$ cat config.mk
export PLATFORM = sky130hd
export DESIGN_NAME = jt_eval
export DESIGN_NICKNAME = d
export VERILOG_FILES = /design/src/rtl/jt_pkg.sv /design/src/rtl/jt_cmp_unit.sv /design/src/rtl/jt_mask_unit.sv /design/src/rtl/jt_decide.sv /design/src/rtl/jt_eval.sv
export SDC_FILE = /design/constraint.sdc
export NUM_CORES = 1
export LEC_CHECK = 0
export BUFFER_PORTS_ARGS = -buffer_cell sky130_fd_sc_hd__buf_2
export CORE_AREA = 4 4 82 84
export DETAILED_ROUTE_END_ITERATION = 16
export DIE_AREA = 0 0 86 88
export PLACE_DENSITY_LB_ADDON = 0.1
export SYNTH_ARGS = -nofsm -noshare
export SYNTH_HDL_FRONTEND = slang
export SYNTH_SLANG_ARGS = --single-unit
$ cat constraint.sdc
create_clock -name clk_i -period 1.2 [get_ports clk_i]
set_input_delay 0.24 -clock clk_i [delete_from_list [all_inputs] [get_ports clk_i]]
set_output_delay 0.24 -clock clk_i [all_outputs]
set_load 0.02 [all_outputs]
$ cat src/rtl/jt_pkg.sv
package jt_pkg;

  typedef enum logic [2:0] {
    TST_LE    = 3'd0,
    TST_LT    = 3'd1,
    TST_EQ    = 3'd2,
    TST_ZERO  = 3'd3,
    TST_ONES  = 3'd4,
    TST_ALLM  = 3'd5,
    TST_NOM   = 3'd6,
    TST_PARTM = 3'd7
  } tst_e;

  typedef struct packed {
    logic le;
    logic lt;
    logic eq;
  } cmp_flags_t;

  typedef struct packed {
    logic zero;
    logic ones;
    logic all_m;
    logic no_m;
    logic part_m;
  } mask_flags_t;

endpackage

$ cat src/rtl/jt_cmp_unit.sv
module jt_cmp_unit
  import jt_pkg::*;
#(
  parameter int W = 8
) (
  input  logic [W-1:0] a_i,
  input  logic [W-1:0] b_i,
  output cmp_flags_t   flags_o
);

  logic lt, eq;

  // unsigned magnitude
  assign lt = a_i < b_i;
  assign eq = a_i == b_i;

  assign flags_o.lt = lt;
  assign flags_o.eq = eq;
  assign flags_o.le = lt | eq;

endmodule

$ cat src/rtl/jt_mask_unit.sv
module jt_mask_unit
  import jt_pkg::*;
#(
  parameter int W = 8
) (
  input  logic [W-1:0] data_i,
  input  logic [W-1:0] mask_i,
  output mask_flags_t  flags_o
);

  logic [W-1:0] hit;   // mask bits present in data
  logic [W-1:0] miss;  // mask bits absent from data

  for (genvar i = 0; i < W; i++) begin : g_bit
    assign hit[i]  = data_i[i] & mask_i[i];
    assign miss[i] = mask_i[i] & ~data_i[i];
  end

  assign flags_o.zero   = ~|data_i;
  assign flags_o.ones   = &data_i;
  assign flags_o.all_m  = ~|miss;
  assign flags_o.no_m   = ~|hit;
  assign flags_o.part_m = (|hit) & (|miss);

endmodule

$ cat src/rtl/jt_decide.sv
module jt_decide
  import jt_pkg::*;
#(
  parameter int COND_W = 4
) (
  input  logic [COND_W-1:0] cond_i,
  input  cmp_flags_t        cmp_i,
  input  mask_flags_t       msk_i,
  output logic              take_o
);

  localparam int SEL_W = COND_W - 1;

  tst_e sel;
  logic tst;

  assign sel = tst_e'(cond_i[SEL_W-1:0]);

  always_comb begin
    unique case (sel)
      TST_LE:    tst = cmp_i.le;
      TST_LT:    tst = cmp_i.lt;
      TST_EQ:    tst = cmp_i.eq;
      TST_ZERO:  tst = msk_i.zero;
      TST_ONES:  tst = msk_i.ones;
      TST_ALLM:  tst = msk_i.all_m;
      TST_NOM:   tst = msk_i.no_m;
      TST_PARTM: tst = msk_i.part_m;
      default:   tst = 1'b0;
    endcase
  end

  // top code bit: branch on false
  assign take_o = tst ^ cond_i[COND_W-1];

endmodule

$ cat src/rtl/jt_eval.sv
module jt_eval
  import jt_pkg::*;
#(
  parameter int REG_W   = 16,
  parameter int TEST_W  = 8,
  parameter int ADDR_W  = 16,
  parameter int COND_W  = 4,
  parameter int RET_OFS = 4
) (
  input  logic              clk_i,
  input  logic              rst_ni,
  input  logic              start_i,
  input  logic [COND_W-1:0] cond_i,
  input  logic [REG_W-1:0]  data_reg_i,
  input  logic [REG_W-1:0]  cmp_reg_i,
  input  logic [ADDR_W-1:0] insn_addr_i,
  output logic              valid_o,
  output logic              take_o,
  output logic              wb_en_o,
  output logic [ADDR_W-1:0] wb_data_o
);

  localparam logic [ADDR_W-1:0] RetOfs = ADDR_W'(RET_OFS);

  logic [TEST_W-1:0] data_lo, cmp_lo;
  cmp_flags_t        cmp_flags;
  mask_flags_t       msk_flags;
  logic              take_d;
  logic [ADDR_W-1:0] ret_addr;

  assign data_lo  = data_reg_i[TEST_W-1:0];
  assign cmp_lo   = cmp_reg_i[TEST_W-1:0];
  assign ret_addr = insn_addr_i + RetOfs;

  jt_cmp_unit #(.W(TEST_W)) i_cmp (
    .a_i     (data_lo),
    .b_i     (cmp_lo),
    .flags_o (cmp_flags)
  );

  jt_mask_unit #(.W(TEST_W)) i_mask (
    .data_i  (data_lo),
    .mask_i  (cmp_lo),
    .flags_o (msk_flags)
  );

  jt_decide #(.COND_W(COND_W)) i_decide (
    .cond_i  (cond_i),
    .cmp_i   (cmp_flags),
    .msk_i   (msk_flags),
    .take_o  (take_d)
  );

  always_ff @(posedge clk_i or negedge rst_ni) begin
    if (!rst_ni) begin
      valid_o   <= 1'b0;
      take_o    <= 1'b0;
      wb_en_o   <= 1'b0;
      wb_data_o <= '0;
    end else begin
      valid_o <= start_i;
      take_o  <= start_i & take_d;
      wb_en_o <= start_i & ~take_d;
      if (start_i) wb_data_o <= ret_addr;
    end
  end

endmodule

==> flow_summary.json <==
{
  "synth_xor_xnor_area_share_pct": 7.24,
  "cp_slowest_cell": "or4_4",
  "hp-class": "input pin to register",
  "cp.arrival_ps": 1850,
  "final_area_sq_um": 2380,
  "pre_cts_slack_ps": -798,
  "fp.dieW_microns": 86,
  "synth_seq_area_share_pct": 32.7,
  "n_antenna_cell": 0,
  "core_sq_um": 5920,
  "cts_tree": "yes",
  "post-place-cells": 326,
  "finalWirelength_microns": 4070,
  "synth-simple-area-share_pct": 21.0,
  "multi_input_area_sq_um": 1000,
  "hold_viol": 0,
  "n_fill_cell": 622,
  "register_area_sq_um": 475,
  "critPathRequiredTime_ps": 1380,
  "die_h_microns": 88,
  "violations": "negative setup slack",
  "dr.pass1.iters": 4,
  "insertion_delay_ps": 250,
  "synth_edf_count": 0,
  "grt_pass1_vias": 1485,
  "grtUsageTotal_pct": 11.0,
  "clkSinkCount": 19,
  "ctsRootBufferMaster": "clkbuf_8",
  "maxSlewHeadroom_pct": 70.2,
  "worstMarginPinSlew_ps": 447,
  "setup_viol": 2,
  "pwr_density_cell_nw_per_um2": 790,
  "fin_skew_ps": 0,
  "gp_congestion": 0.735,
  "htreeDepth": 1,
  "post-route-min-period_ps": 1660,
  "grt_setup_unrepaired": "true",
  "grt_max_degree": 20,
  "clockBufferDepth": 2,
  "postLayoutCoreUtil_pct": 40.2,
  "fmax_mhz": 601,
  "io_pins": 74,
  "crit_chain": "buf_4 > ha_4 > or4_4 > o21ai_2 > o211ai_1 > a311oi_4 > mux2i_1",
  "grt_pass1_wl_microns": 6670,
  "vias": 1454,
  "area_growth_pct": 64.0,
  "instances_no_fill": 333,
  "critPathKind": "input pin to register",
  "startpoint_type": "input pin",
  "portBuffers": 57,
  "clk_pin_slew_worst_paths_ps": 70,
  "cts_buffers": 3,
  "initial_core_util_pct": 24.5,
  "core.rowCount": 28,
  "yosysWarnings": 0,
  "reg2regPathDepth": 1,
  "slew_viol_final": 0,
  "drt-wirelength-per-cell_microns": 12.2,
  "ys_types": 30,
  "overflow": 0,
  "synth_top_family_by_area": "simple AND/OR/NAND/NOR gates",
  "postPlaceCellArea_sq_um": 2170,
  "ys.flop_type": "dfrtp_1",
  "async_flop_share_pct": 100,
  "antenna_found_initial": 0,
  "crit_fanout": 3,
  "leakagePower_uw": 0.00116,
  "synth_compound_area_share_pct": 7.75,
  "drt-initial-drc-count": 37,
  "synth-seq-cells": 19,
  "post-route-drc-count": 0,
  "syn_avg_cell_area_sq_um": 9.25,
  "end_kind": "register",
  "holdPathStages": 2,
  "drtAntennaViolNets": 0,
  "synth_area_sq_um": 1450,
  "vdd_drop_max_mv": 0.306,
  "syn_inst": 157,
  "die_area_sq_um": 7570,
  "dpl.hpwl_microns": 3350,
  "status": "complete, but fails checks",
  "critPathMaxStageDelay_ps": 520,
  "layout-drive-gt1-share_pct": 49.2,
  "period_share_pct": 139,
  "layout.nets": 338,
  "synth.net_count": 236,
  "synthMuxAreaShare_pct": 5.17,
  "viasPerCell": 4.37,
  "cap_violations": 0,
  "synthAdderAreaFrac_pct": 20.7,
  "setup_ws_ps": -465
}
==> sequential cells by signal, summed over array words and instances, names as in the netlist <==
name,count
wb_data_o,16
take_o,1
wb_en_o,1
valid_o,1
==> per-layer routing <==
metal / wire length (microns) / global-route usage (%) / vias to the layer above / part of all wire, %
li1: - / - / 748 / -
met1: 1730 / 13.7 / 663 / 43
met2: 2080 / 19.3 / 41 / 51
met3: 228 / 1.69 / 2 / 5.6
met4: 32 / 3.45 / 0 / 0.79
met5: 0 / 0 / - / 0
==> cell usage after synthesis, types with 4 or more instances <==
cell type / instances / area (sq um)
ha_1: 24 / 300
dfrtp_1: 19 / 475
inv_1: 17 / 63.8
a21oi_1: 13 / 65.1
nor2_1: 13 / 48.8
nand3_1: 9 / 45.0
xor2_1: 7 / 61.3
nand2_1: 6 / 22.5
xnor2_1: 5 / 43.8
clkbuf_1: 4 / 15.0
mux2_2: 4 / 45.0
nand4_1: 4 / 25.0
nor4_1: 4 / 25.0
==> metrics by stage <==
step	setup TNS [ps]	hold WS (ps)	total power [uW]
finish	-924	198	1880
floorplan	-1020	-55.6	1030
global route	-1080	186	2010
CTS	-945	194	1880
global placement	-2010	220	1370
detailed placement	-2050	217	1370
==> timing repair <==
item / 4_1_cts / 5_1_grt
hold buffers: 1 / 0
setup buffers: 2 / 0
resized for setup: 23 / 10
pin swaps: 6 / 9
setup endpoints to repair: 2 / 2
endpoints found under the hold margin: 19 / 0
==> cell usage in the layout (no fill, tap or decap), types with 3 or more instances in the layout <==
cell type  count
buf_2         46
ha_1          17
mux2i_1        3
nand2_1        6
nor3_1         3
nand4_1        4
ha_4           5
mux2_2         4
nor2_1        13
a21oi_1       13
nand3_1        9
xor2_1         7
inv_1         12
clkbuf_8       3
dfrtp_1       19
xnor2_1        5
buf_4         45
buf_6          7
nand4b_1       3
==> kinds of logic after synthesis <==
group           count (synthesis)
simple gates                   55
fa+ha+maj                      24
buf+inv                        21
compound gates                 19
flops                          19
xor+xnor                       12
mux                             7
==> critical path: cells and delay by family <==
family	cells	cell delay (ps)
AO/OA/AOI/OAI	3	600
AND/OR/NAND/NOR	1	520
multiplexers	1	220
adder cells (fa/ha/maj)	1	150
buffers and inverters	1	130
==> final cells by class <==
type,count,share of cell area (%)
repair buffers,101,28.8
inverters,17,3.20
multi-input cells,117,42.2
clock buffers,4,1.89
flip-flops and latches,19,20.0
well taps,75,3.94
==> where the power goes <==
group	internal (uW)	total [uW]	switching (uW)
sequential	702	732	29.1
combinational	341	682	341
clock	236	467	231
==> worst paths after layout <==
check	end	slack (ps)	from
max	take_o$_DFF_PN0_	-460	cmp_reg_i[1]
min	wb_data_o[2]$_DFFE_PN0P_	200	insn_addr_i[2]
max reg2reg	wb_data_o[1]$_DFFE_PN0P_	450	wb_data_o[1]$_DFFE_PN0P_
min reg2reg	wb_data_o[0]$_DFFE_PN0P_	500	wb_data_o[0]$_DFFE_PN0P_
max in group asynchronous	wb_data_o[10]$_DFFE_PN0P_	430	rst_ni
min in group asynchronous	wb_data_o[5]$_DFFE_PN0P_	460	rst_ni
Note: power is estimated with default switching activity, not from simulation.
